**config.mk**
```make
export PLATFORM = sky130hd
export DESIGN_NAME = dma_regfile
export DESIGN_NICKNAME = d
export VERILOG_FILES = /design/src/rtl/dma_regs_pkg.sv /design/src/rtl/dma_cmd_decode.sv /design/src/rtl/dma_byte_ptr.sv /design/src/rtl/dma_chan_regs.sv /design/src/rtl/dma_status.sv /design/src/rtl/dma_regfile.sv
export SDC_FILE = /design/constraint.sdc
export NUM_CORES = 1
export LEC_CHECK = 0
export BUFFER_PORTS_ARGS = -buffer_cell sky130_fd_sc_hd__buf_2
export CAP_MARGIN = 30
export CORE_MARGIN = 10
export CORE_UTILIZATION = 62
export DETAILED_ROUTE_END_ITERATION = 8
export HOLD_SLACK_MARGIN = 0.06
export PLACE_DENSITY = 0.86
export SLEW_MARGIN = 30
export SYNTH_ARGS = -nofsm -noshare
export SYNTH_HDL_FRONTEND = slang
export SYNTH_SLANG_ARGS = --single-unit
```
**constraint.sdc**
```tcl
create_clock -name clk -period 5.1 [get_ports clk]
set_input_delay 0.51 -clock clk [delete_from_list [all_inputs] [get_ports clk]]
set_output_delay 0.51 -clock clk [all_outputs]
set_load 0.05 [all_outputs]
```
**src/rtl/dma_regs_pkg.sv**
```systemverilog
package dma_regs_pkg;

  localparam int BUS_W = 8;
  localparam int REG_W = 16;
  localparam int OFS_W = 4;

  localparam logic [OFS_W-1:0] OFS_STATUS   = 4'h8;
  localparam logic [OFS_W-1:0] OFS_MASK_ONE = 4'hA;
  localparam logic [OFS_W-1:0] OFS_MODE     = 4'hB;
  localparam logic [OFS_W-1:0] OFS_PTR_RST  = 4'hC;
  localparam logic [OFS_W-1:0] OFS_MCLR     = 4'hD;
  localparam logic [OFS_W-1:0] OFS_MASK_CLR = 4'hE;
  localparam logic [OFS_W-1:0] OFS_MASK_ALL = 4'hF;

  // stored mode = write data bits 7:2
  typedef struct packed {
    logic [1:0] xfer;
    logic       dec;
    logic       autoinit;
    logic [1:0] dir;
  } mode_t;

  localparam int MODE_W = $bits(mode_t);

  function automatic logic [REG_W-1:0] put_byte(input logic [REG_W-1:0] v,
                                                input logic [BUS_W-1:0] b,
                                                input logic hi);
    put_byte = hi ? {b, v[BUS_W-1:0]} : {v[REG_W-1:BUS_W], b};
  endfunction

  function automatic logic [BUS_W-1:0] pick_byte(input logic [REG_W-1:0] v,
                                                 input logic hi);
    pick_byte = hi ? v[REG_W-1:BUS_W] : v[BUS_W-1:0];
  endfunction

endpackage

```
**src/rtl/dma_cmd_decode.sv**
```systemverilog
module dma_cmd_decode
  import dma_regs_pkg::*;
#(
  parameter int NCH = 4,
  localparam int CH_W = $clog2(NCH)
) (
  input  logic [OFS_W-1:0] io_addr,
  input  logic             io_wr,
  input  logic             io_rd,
  output logic             reg_acc,
  output logic [CH_W-1:0]  reg_ch,
  output logic             reg_is_cnt,
  output logic [NCH-1:0]   wr_addr_ch,
  output logic [NCH-1:0]   wr_cnt_ch,
  output logic             stat_rd,
  output logic             mask_one_wr,
  output logic             mode_wr,
  output logic             ptr_rst_wr,
  output logic             mclr_wr,
  output logic             mask_clr_wr,
  output logic             mask_all_wr
);

  localparam logic [OFS_W-1:0] REG_END = OFS_W'(2 * NCH);

  logic in_reg_space;

  assign in_reg_space = (io_addr < REG_END);
  assign reg_acc      = in_reg_space && (io_wr || io_rd);
  assign reg_ch       = io_addr[CH_W:1];
  assign reg_is_cnt   = io_addr[0];

  for (genvar c = 0; c < NCH; c++) begin : g_wsel
    assign wr_addr_ch[c] = io_wr && in_reg_space && (reg_ch == CH_W'(c)) && !reg_is_cnt;
    assign wr_cnt_ch[c]  = io_wr && in_reg_space && (reg_ch == CH_W'(c)) && reg_is_cnt;
  end

  assign stat_rd     = io_rd && (io_addr == OFS_STATUS);
  assign mask_one_wr = io_wr && (io_addr == OFS_MASK_ONE);
  assign mode_wr     = io_wr && (io_addr == OFS_MODE);
  assign ptr_rst_wr  = io_wr && (io_addr == OFS_PTR_RST);
  assign mclr_wr     = io_wr && (io_addr == OFS_MCLR);
  assign mask_clr_wr = io_wr && (io_addr == OFS_MASK_CLR);
  assign mask_all_wr = io_wr && (io_addr == OFS_MASK_ALL);

endmodule

```
**src/rtl/dma_byte_ptr.sv**
```systemverilog
module dma_byte_ptr (
  input  logic clk,
  input  logic rst_n,
  input  logic flip,
  input  logic clear,
  output logic ptr_hi
);

  always_ff @(posedge clk or negedge rst_n) begin
    if (!rst_n)     ptr_hi <= 1'b0;
    else if (clear) ptr_hi <= 1'b0;
    else if (flip)  ptr_hi <= ~ptr_hi;
  end

  assert_ptr_flip_R3: assert property (@(posedge clk) disable iff (!rst_n)
    (flip && !clear) |=> (ptr_hi != $past(ptr_hi)));

  assert_ptr_hold_R3: assert property (@(posedge clk) disable iff (!rst_n)
    (!flip && !clear) |=> $stable(ptr_hi));

  assert_ptr_reset_R4: assert property (@(posedge clk) disable iff (!rst_n)
    clear |=> !ptr_hi);

endmodule

```
**src/rtl/dma_chan_regs.sv**
```systemverilog
module dma_chan_regs
  import dma_regs_pkg::*;
(
  input  logic             clk,
  input  logic             rst_n,
  input  logic             wr_addr,
  input  logic             wr_cnt,
  input  logic [BUS_W-1:0] wdata,
  input  logic             ptr_hi,
  input  logic             mode_wr,
  input  mode_t            mode_in,
  input  logic             mclr,
  input  logic             upd,
  input  logic             upd_tc,
  input  logic [REG_W-1:0] upd_addr,
  input  logic [REG_W-1:0] upd_cnt,
  output logic [REG_W-1:0] cur_addr,
  output logic [REG_W-1:0] cur_cnt,
  output mode_t            mode
);

  logic [REG_W-1:0] base_addr;
  logic [REG_W-1:0] base_cnt;
  logic             reload;

  assign reload = upd && upd_tc && mode.autoinit;

  always_ff @(posedge clk or negedge rst_n) begin
    if (!rst_n) begin
      base_addr <= '0;
      base_cnt  <= '0;
      cur_addr  <= '0;
      cur_cnt   <= '0;
    end else begin
      if (reload) begin
        cur_addr <= base_addr;
        cur_cnt  <= base_cnt;
      end else if (upd) begin
        cur_addr <= upd_addr;
        cur_cnt  <= upd_cnt;
      end
      // processor byte write wins over engine for its register
      if (wr_addr) begin
        base_addr <= put_byte(base_addr, wdata, ptr_hi);
        cur_addr  <= put_byte(cur_addr, wdata, ptr_hi);
      end
      if (wr_cnt) begin
        base_cnt <= put_byte(base_cnt, wdata, ptr_hi);
        cur_cnt  <= put_byte(cur_cnt, wdata, ptr_hi);
      end
    end
  end

  always_ff @(posedge clk or negedge rst_n) begin
    if (!rst_n)       mode <= '0;
    else if (mclr)    mode <= '0;
    else if (mode_wr) mode <= mode_in;
  end

  assert_addr_lo_lands_R2: assert property (@(posedge clk) disable iff (!rst_n)
    (wr_addr && !ptr_hi) |=> (cur_addr[BUS_W-1:0] == $past(wdata)));

  assert_cnt_hi_lands_R2: assert property (@(posedge clk) disable iff (!rst_n)
    (wr_cnt && ptr_hi) |=> (cur_cnt[REG_W-1:BUS_W] == $past(wdata)));

  assert_mode_cleared_R9: assert property (@(posedge clk) disable iff (!rst_n)
    mclr |=> (mode == '0));

endmodule

```
**src/rtl/dma_status.sv**
```systemverilog
module dma_status #(
  parameter int NCH = 4
) (
  input  logic           clk,
  input  logic           rst_n,
  input  logic [NCH-1:0] tc_set,
  input  logic           rd_clr,
  input  logic           mclr,
  output logic [NCH-1:0] flags
);

  logic [NCH-1:0] kept;

  assign kept = (rd_clr || mclr) ? '0 : flags;

  always_ff @(posedge clk or negedge rst_n) begin
    if (!rst_n) flags <= '0;
    else        flags <= kept | tc_set;
  end

  assert_read_empties_R10: assert property (@(posedge clk) disable iff (!rst_n)
    (rd_clr && (tc_set == '0)) |=> (flags == '0));

  assert_tc_sticks_R11: assert property (@(posedge clk) disable iff (!rst_n)
    (tc_set != '0) |=> ((flags & $past(tc_set)) == $past(tc_set)));

endmodule

```
**src/rtl/dma_regfile.sv**
```systemverilog
module dma_regfile
  import dma_regs_pkg::*;
#(
  parameter int NCH = 4,
  localparam int CH_W = $clog2(NCH)
) (
  input  logic                    clk,
  input  logic                    rst_n,
  input  logic [OFS_W-1:0]        io_addr,
  input  logic [BUS_W-1:0]        io_wdata,
  input  logic                    io_wr,
  input  logic                    io_rd,
  output logic [BUS_W-1:0]        io_rdata,
  input  logic                    eng_upd,
  input  logic [CH_W-1:0]         eng_ch,
  input  logic                    eng_tc,
  input  logic [REG_W-1:0]        eng_addr,
  input  logic [REG_W-1:0]        eng_cnt,
  output logic [NCH-1:0]          ch_mask_o,
  output logic [NCH*REG_W-1:0]    ch_addr_o,
  output logic [NCH*REG_W-1:0]    ch_cnt_o,
  output logic [NCH*MODE_W-1:0]   ch_mode_o
);

  logic            reg_acc;
  logic [CH_W-1:0] reg_ch;
  logic            reg_is_cnt;
  logic [NCH-1:0]  wr_addr_ch;
  logic [NCH-1:0]  wr_cnt_ch;
  logic            stat_rd;
  logic            mask_one_wr;
  logic            mode_wr;
  logic            ptr_rst_wr;
  logic            mclr_wr;
  logic            mask_clr_wr;
  logic            mask_all_wr;
  logic            ptr_hi;
  logic [NCH-1:0]  tc_set;
  logic [NCH-1:0]  tc_flags;
  logic [CH_W-1:0] cmd_ch;
  mode_t           mode_in;

  logic [REG_W-1:0] cur_addr [NCH];
  logic [REG_W-1:0] cur_cnt  [NCH];

  assign cmd_ch  = io_wdata[CH_W-1:0];
  assign mode_in = mode_t'(io_wdata[BUS_W-1:2]);

  dma_cmd_decode #(.NCH(NCH)) u_dec (
    .io_addr    (io_addr),
    .io_wr      (io_wr),
    .io_rd      (io_rd),
    .reg_acc    (reg_acc),
    .reg_ch     (reg_ch),
    .reg_is_cnt (reg_is_cnt),
    .wr_addr_ch (wr_addr_ch),
    .wr_cnt_ch  (wr_cnt_ch),
    .stat_rd    (stat_rd),
    .mask_one_wr(mask_one_wr),
    .mode_wr    (mode_wr),
    .ptr_rst_wr (ptr_rst_wr),
    .mclr_wr    (mclr_wr),
    .mask_clr_wr(mask_clr_wr),
    .mask_all_wr(mask_all_wr)
  );

  dma_byte_ptr u_ptr (
    .clk   (clk),
    .rst_n (rst_n),
    .flip  (reg_acc),
    .clear (ptr_rst_wr || mclr_wr),
    .ptr_hi(ptr_hi)
  );

  for (genvar c = 0; c < NCH; c++) begin : g_ch
    logic  upd_here;
    mode_t mode_c;

    assign upd_here  = eng_upd && (eng_ch == CH_W'(c));
    assign tc_set[c] = upd_here && eng_tc;

    dma_chan_regs u_chan (
      .clk     (clk),
      .rst_n   (rst_n),
      .wr_addr (wr_addr_ch[c]),
      .wr_cnt  (wr_cnt_ch[c]),
      .wdata   (io_wdata),
      .ptr_hi  (ptr_hi),
      .mode_wr (mode_wr && (cmd_ch == CH_W'(c))),
      .mode_in (mode_in),
      .mclr    (mclr_wr),
      .upd     (upd_here),
      .upd_tc  (eng_tc),
      .upd_addr(eng_addr),
      .upd_cnt (eng_cnt),
      .cur_addr(cur_addr[c]),
      .cur_cnt (cur_cnt[c]),
      .mode    (mode_c)
    );

    assign ch_addr_o[c*REG_W +: REG_W]   = cur_addr[c];
    assign ch_cnt_o[c*REG_W +: REG_W]    = cur_cnt[c];
    assign ch_mode_o[c*MODE_W +: MODE_W] = mode_c;
  end

  dma_status #(.NCH(NCH)) u_stat (
    .clk   (clk),
    .rst_n (rst_n),
    .tc_set(tc_set),
    .rd_clr(stat_rd),
    .mclr  (mclr_wr),
    .flags (tc_flags)
  );

  always_ff @(posedge clk or negedge rst_n) begin
    if (!rst_n)           ch_mask_o <= '1;
    else if (mclr_wr)     ch_mask_o <= '1;
    else if (mask_clr_wr) ch_mask_o <= '0;
    else if (mask_all_wr) ch_mask_o <= io_wdata[NCH-1:0];
    else if (mask_one_wr) ch_mask_o[cmd_ch] <= io_wdata[2];
  end

  always_comb begin
    io_rdata = '0;
    if (reg_acc && io_rd)
      io_rdata = pick_byte(reg_is_cnt ? cur_cnt[reg_ch] : cur_addr[reg_ch], ptr_hi);
    else if (stat_rd)
      io_rdata = BUS_W'(tc_flags);
  end

  assert_mclr_masks_R9: assert property (@(posedge clk) disable iff (!rst_n)
    mclr_wr |=> (ch_mask_o == '1));

  assert_mask_clear_R7: assert property (@(posedge clk) disable iff (!rst_n)
    mask_clr_wr |=> (ch_mask_o == '0));

  assert_mask_one_R6: assert property (@(posedge clk) disable iff (!rst_n)
    mask_one_wr |=> (ch_mask_o[$past(cmd_ch)] == $past(io_wdata[2])));

endmodule

```
# --- Word-level counts from Yosys, hierarchy flattened ---
# Index checks and enable logic that the tools add are counted.
word_totals:
  regBits: 289
  in_bits: 52
  output_inout_bits: 164
  elab_cells: 235
op_classes:
  order_cmp: 4
  eq_ne: 32
  muxes: 53
  bitwise: 3
  reduce_logical: 92
op_table:
  columns: ["operator", "n"]
  rows:
  - ["$mux W16", 30]
  - ["$bmux W16 S2", 2]
  - ["$reduce_and A2 Y1", 32]
  - ["$mux W6", 8]
  - ["$logic_and A1 B1 Y1", 39]
  - ["$ne A2 B2 Y1 const B", 16]
  - ["$eq A4 B4 Y1 const B", 7]
  - ["$mux W4", 6]
  - ["$reduce_bool A3 Y1", 8]
  - ["$mux W8", 2]
  - ["$eq A2 B2 Y1 const B", 6]
  - ["$reduce_bool A2 Y1", 5]
  - ["$eq A2 B1 Y1 const B", 3]
  - ["$logic_not A2 Y1", 3]
  - ["$bwmux W4", 1]
  - ["$lt A4 B4 Y1 const B", 1]
  - ["$or A4 B4 Y4", 1]
  - ["$reduce_bool A4 Y1", 1]
  - ["$ge A3 B3 Y1 const B", 1]
  - ["$logic_or A1 B1 Y1", 3]
  - ["$lt A2 B3 Y1 const B", 1]
  - ["$mux W1", 3]
  - ["$not A2 Y3", 1]
  - ["$demux W1 S2", 1]
  - ["other kinds (3)", 3]

# --- Depth between registers and ports, before layout ---
logic_depth:
  ltp_word: 9
  depth_mapped: 8

# --- Modules after synthesis ---
# From an unflattened synthesis, not the netlist that was laid out.
hier_totals:
  hier_cells: 1527
  hier_area_um2: 16968.8
by_module_without_submodules:
  columns: ["module", "n_inst", "cells_each", "area_each_um2", "seq_area_each_um2"]
  rows:
  - ["dma_chan_regs", 4, 340, 3788.6, 1751.7]
  - ["dma_regfile", 1, 127, 1492.7, 105.1]
  - ["dma_cmd_decode", 1, 28, 147.6, 0.0]
  - ["dma_status", 1, 9, 136.4, 100.1]
  - ["dma_byte_ptr", 1, 3, 37.5, 25.0]

# --- Least setup slack after synthesis ---
# No wires, ideal clock.
synth_path:
  kind: "input-to-output"
  from: "in io_addr[2]"
  to: "out io_rdata[5]"
  arrival_time_ps: 2411
  path_slack_ps: 2179
  path_stages: 6
  n_path_buf: 3
  cell_sequence: "buf_6 buf_2 buf_2 mux4_2 mux2i_1 o21ai_0"
synth_via:
  elab_chain_len: 7
  word_cells_on_any_way: 13
  cone_classes: "order compare: 1; mux: 9; bitwise: 1; reduce/logical: 2"
synth_rtl:
  columns: ["element", "line", "text"]
  rows:
  - ["from (decl)", "dma_regfile.sv:9", "input logic [OFS_W-1:0] io_addr,"]
  - ["$not A2 Y3 (not written as such)", "dma_regfile.sv:126", "io_rdata = pick_byte(reg_is_cnt ? cur_cnt[reg_ch] : cur_addr[reg_ch], ptr_hi);"]
  - ["$bmux W16 S2", "dma_regfile.sv:126", null]
  - ["$mux W16 (not written as such) (2 in a row)", "dma_regfile.sv:126", null]
  - ["$mux W16", "dma_regfile.sv:126", null]
  - ["$mux W8", "dma_regs_pkg.sv:33", "pick_byte = hi ? v[REG_W-1:BUS_W] : v[BUS_W-1:0];"]
  - ["$mux W8 *", "dma_regfile.sv:125", "if (reg_acc && io_rd)"]
  - ["to (decl)", "dma_regfile.sv:13", "output logic [BUS_W-1:0] io_rdata,"]
# Mark *: on every way between the ends. The rest lies on a longest branch, timed or not. The select of a mux whose other input is x is not followed.

# --- Worst setup path in the final report ---
layout_path:
  from: "in io_addr[1]"
  to: "out io_rdata[4]"
# The elaborated chain is that of the path after synthesis.

==> metrics.yaml <==
syn_nets: 1316
wl_mm: 48.4
final_cell_mix: "284 x dfrtp_1, 214 x buf_2, 149 x mux2i_1"
path_clk_slew_ns: 0.06
worst_pin_slew_ns: 0.997
outcome: "finished clean"
synth_area_leader_cell: "dfrtp_1"
diodes: 0
die_y_um: 173
grt_pass1_wl_mm: 74.7
fin_crit_sh_pct: 70.5
hold_violations: 0
grt_usage_pct: 31.3
synthMuxAreaShare_pct: 19.0
portBuffers: 215
worst_hold_path_type: "in -> reg"
fin_cells: 1750
ir_worst_vdd_v: 0.000264
max_freq_mhz: 278
drt-initial-drc-count: 2090
synth_seq_area_share_pct: 49.8
path_class: "in -> out"
grt_pass1_vias: 12300
r2r_slack_ns: 2.87
dp_slack_ns: 1.61
std_cell_rows: 55
setup_ws_ns: 1.51
pin_count: 216
layout-drive-gt1-share_pct: 30.1
worst_r2r_path_depth: 4
p_sw_share_pct: 39.4
synth_fa_ha_area_share_pct: 0
syn_area_um2: 14500
yosys.area.top_type_share_pct: 49.1
fin_area_um2: 16600
synth_warnings: 0
worstHoldPathCells: 2
intPower_mw: 4.89
setup_tns_ns: 0
p_switching_mw: 3.18
crit_top_cell: "buf_2"
start_kind: "input port"
core_area_um2: 22800
fillers: 1503
max-cap-violations: 0
overflow: 0
p_leak_nw: 7.21
dieArea_um2: 30000
p_per_area_nw_per_um2: 486
critPathSlowestCell: "buf_2"
dr.pass1.iters: 8
crit_fanout: 30
cp_top_family: "buffers and inverters"
grt_max_degree: 131
yosys.area_share.simple_pct: 12.1
reg2reg_from: "u_ptr.ptr_hi$_DFFE_PN0P_"
cts_sinks: 289
whs_ns: 0.232
synth_cells: 1264
avgSynthCellArea_um2: 11.5
r2r_end: "g_ch[1].u_chan.cur_addr[8]$_DFFE_PN0P_"
cp.buffers_inverters: 3
viasPerCell: 7.12
seqPwrFrac_pct: 41.7
synth_top_family_by_area: "multiplexers"
fin_skew_ns: 0.0295
clk_path_buf_depth: 3
ff_latch_area_um2: 7240
relSlewSlack_pct: 33.4
cp_slowest_stage_delay_ns: 0.68
wl_per_cell_um: 27.7
p_clk_share_pct: 27.6
cts_tree: "yes"
clock-root-buffer: "clkbuf_16"
netlist_top_cells_area: "dfrtp_1 49%, mux2i_1 10%, a221oi_1 7.1%, mux2_2 4.6%, nor3_1 4.5%"
hp-start: "io_wdata[4]"
hpwl_mm: 32.5
arrival_ns: 3.08
synth_seq_cells: 289
synthToLayoutAreaGrowth_pct: 14.4
gp_congestion: 1.01
die_w_um: 173
layout_commonest_cell: "dfrtp_1"
post_cts_buffers: 0
drcViolationCount: 0
combPwrFrac_pct: 30.7
total_power_mw: 8.07
rsz0062_at_grt: "false"
clock_latency_ns: 0.57
antenna_found_initial: 1
start_util_pct: 63.6
finalCriticalPeriod_ns: 3.59
layout.nets: 1467
finalSetupViolCount: 0
synth.distinct_cells: 48
vias: 12500
placed_cells: 1690
synth_xor_area_share_pct: 0.0603
drv_slew: 0
multi_input_area_um2: 6580
post_dp_cell_area_um2: 15500
synth_compound_area_share_pct: 13.8
numCtsBuffers: 31
path_cells: "buf_2 -> buf_4 -> mux4_2 -> mux2i_1 -> o22ai_1 -> buf_2"
htree_num_levels: 1
end_kind: "output pin"
antenna_left: 0
worstHoldEndpoint: "g_ch[3].u_chan.base_addr[4]$_DFFE_PN0P_"
fin_util_pct: 72.7
critPathRequiredTime_ns: 4.59
==> power by group through the flow <==
stage | clock [mW] | sequential (mW) | combinational [mW]
after global placement | 0 | 3.33 | 2.37
after global routing | 2.33 | 3.40 | 2.61
after detailed placement | 0 | 3.36 | 2.44
after floorplan | 0 | 4.10 | 0.905
final | 2.23 | 3.36 | 2.48
after CTS | 2.23 | 3.33 | 2.46
==> synthesized netlist by cell type (all sizes together) <==
master	count
mux2i	149
or3b	2
a31oi	4
o22ai	3
dfrtp	285
inv	14
a22o	4
nand3	22
nor2b	6
and3b	4
and2	1
nand4	1
o21ai	103
xnor2	1
buf	76
o2111ai	3
nor3b	2
nor2	16
and3	6
o221ai	7
nand3b	4
or2	1
nand2	112
nor3	147
dfstp	4
clkbuf	49
nand2b	3
a221oi	128
a21oi	18
o21a	1
a22oi	2
mux2	59
mux4	27
==> kinds of logic (layout without fill, tap and decap cells) <==
logic type	after synthesis	count (layout)
DFF	289	289
xor gates and xnor gates	1	1
buffers and inverters	139	312
AOI/OAI and AO/OA	273	273
and+or+nand+nor	327	327
muxes	235	235
==> routing by layer <==
metal	wire length [µm]	global-route usage, %	up-vias
met1	17000	39.9	5998
li1	-	-	5109
met2	21800	48.0	1119
met5	0	0	-
met4	3150	16.9	0
met3	6460	8.39	232
==> repair_timing <==
action / in CTS / in global routing
hold buffers: 0 / 1
resized for setup: 0 / 0
hold endpoints to repair: 0 / 40
==> flip-flops by register name, indices dropped and copies added (netlist names) <==
register / cells
g_ch.u_chan.cur_cnt: 64
u_ptr.ptr_hi: 1
u_stat.flags: 4
ch_mask_o: 4
g_ch.u_chan.base_cnt: 64
g_ch.u_chan.mode: 24
g_ch.u_chan.cur_addr: 64
g_ch.u_chan.base_addr: 64
==> how the worst max path moves through the flow <==
stage / slack (ns) / startpoint / end / cells past startpoint
after floorplan: 2.18 / io_addr[2] / io_rdata[5] / 6
after global placement: 1.67 / io_addr[1] / io_rdata[5] / 7
after detailed placement: 1.61 / io_addr[1] / io_rdata[6] / 6
after global routing: 1.43 / io_addr[1] / io_rdata[6] / 6
after CTS: 1.61 / io_addr[1] / io_rdata[6] / 6
final: 1.51 / io_addr[1] / io_rdata[4] / 6
==> cell type report <==
| type | count | share of cell area (%) |
|---|---|---|
| clock inverter | 5 | 0.316 |
| timing repair buffer | 243 | 8.05 |
| tap | 313 | 2.36 |
| sequential | 289 | 43.6 |
| multi-input combinational | 836 | 39.6 |
| clock buffer | 50 | 5.76 |
| inverter | 14 | 0.346 |
Power figures use the tool's default switching activity.
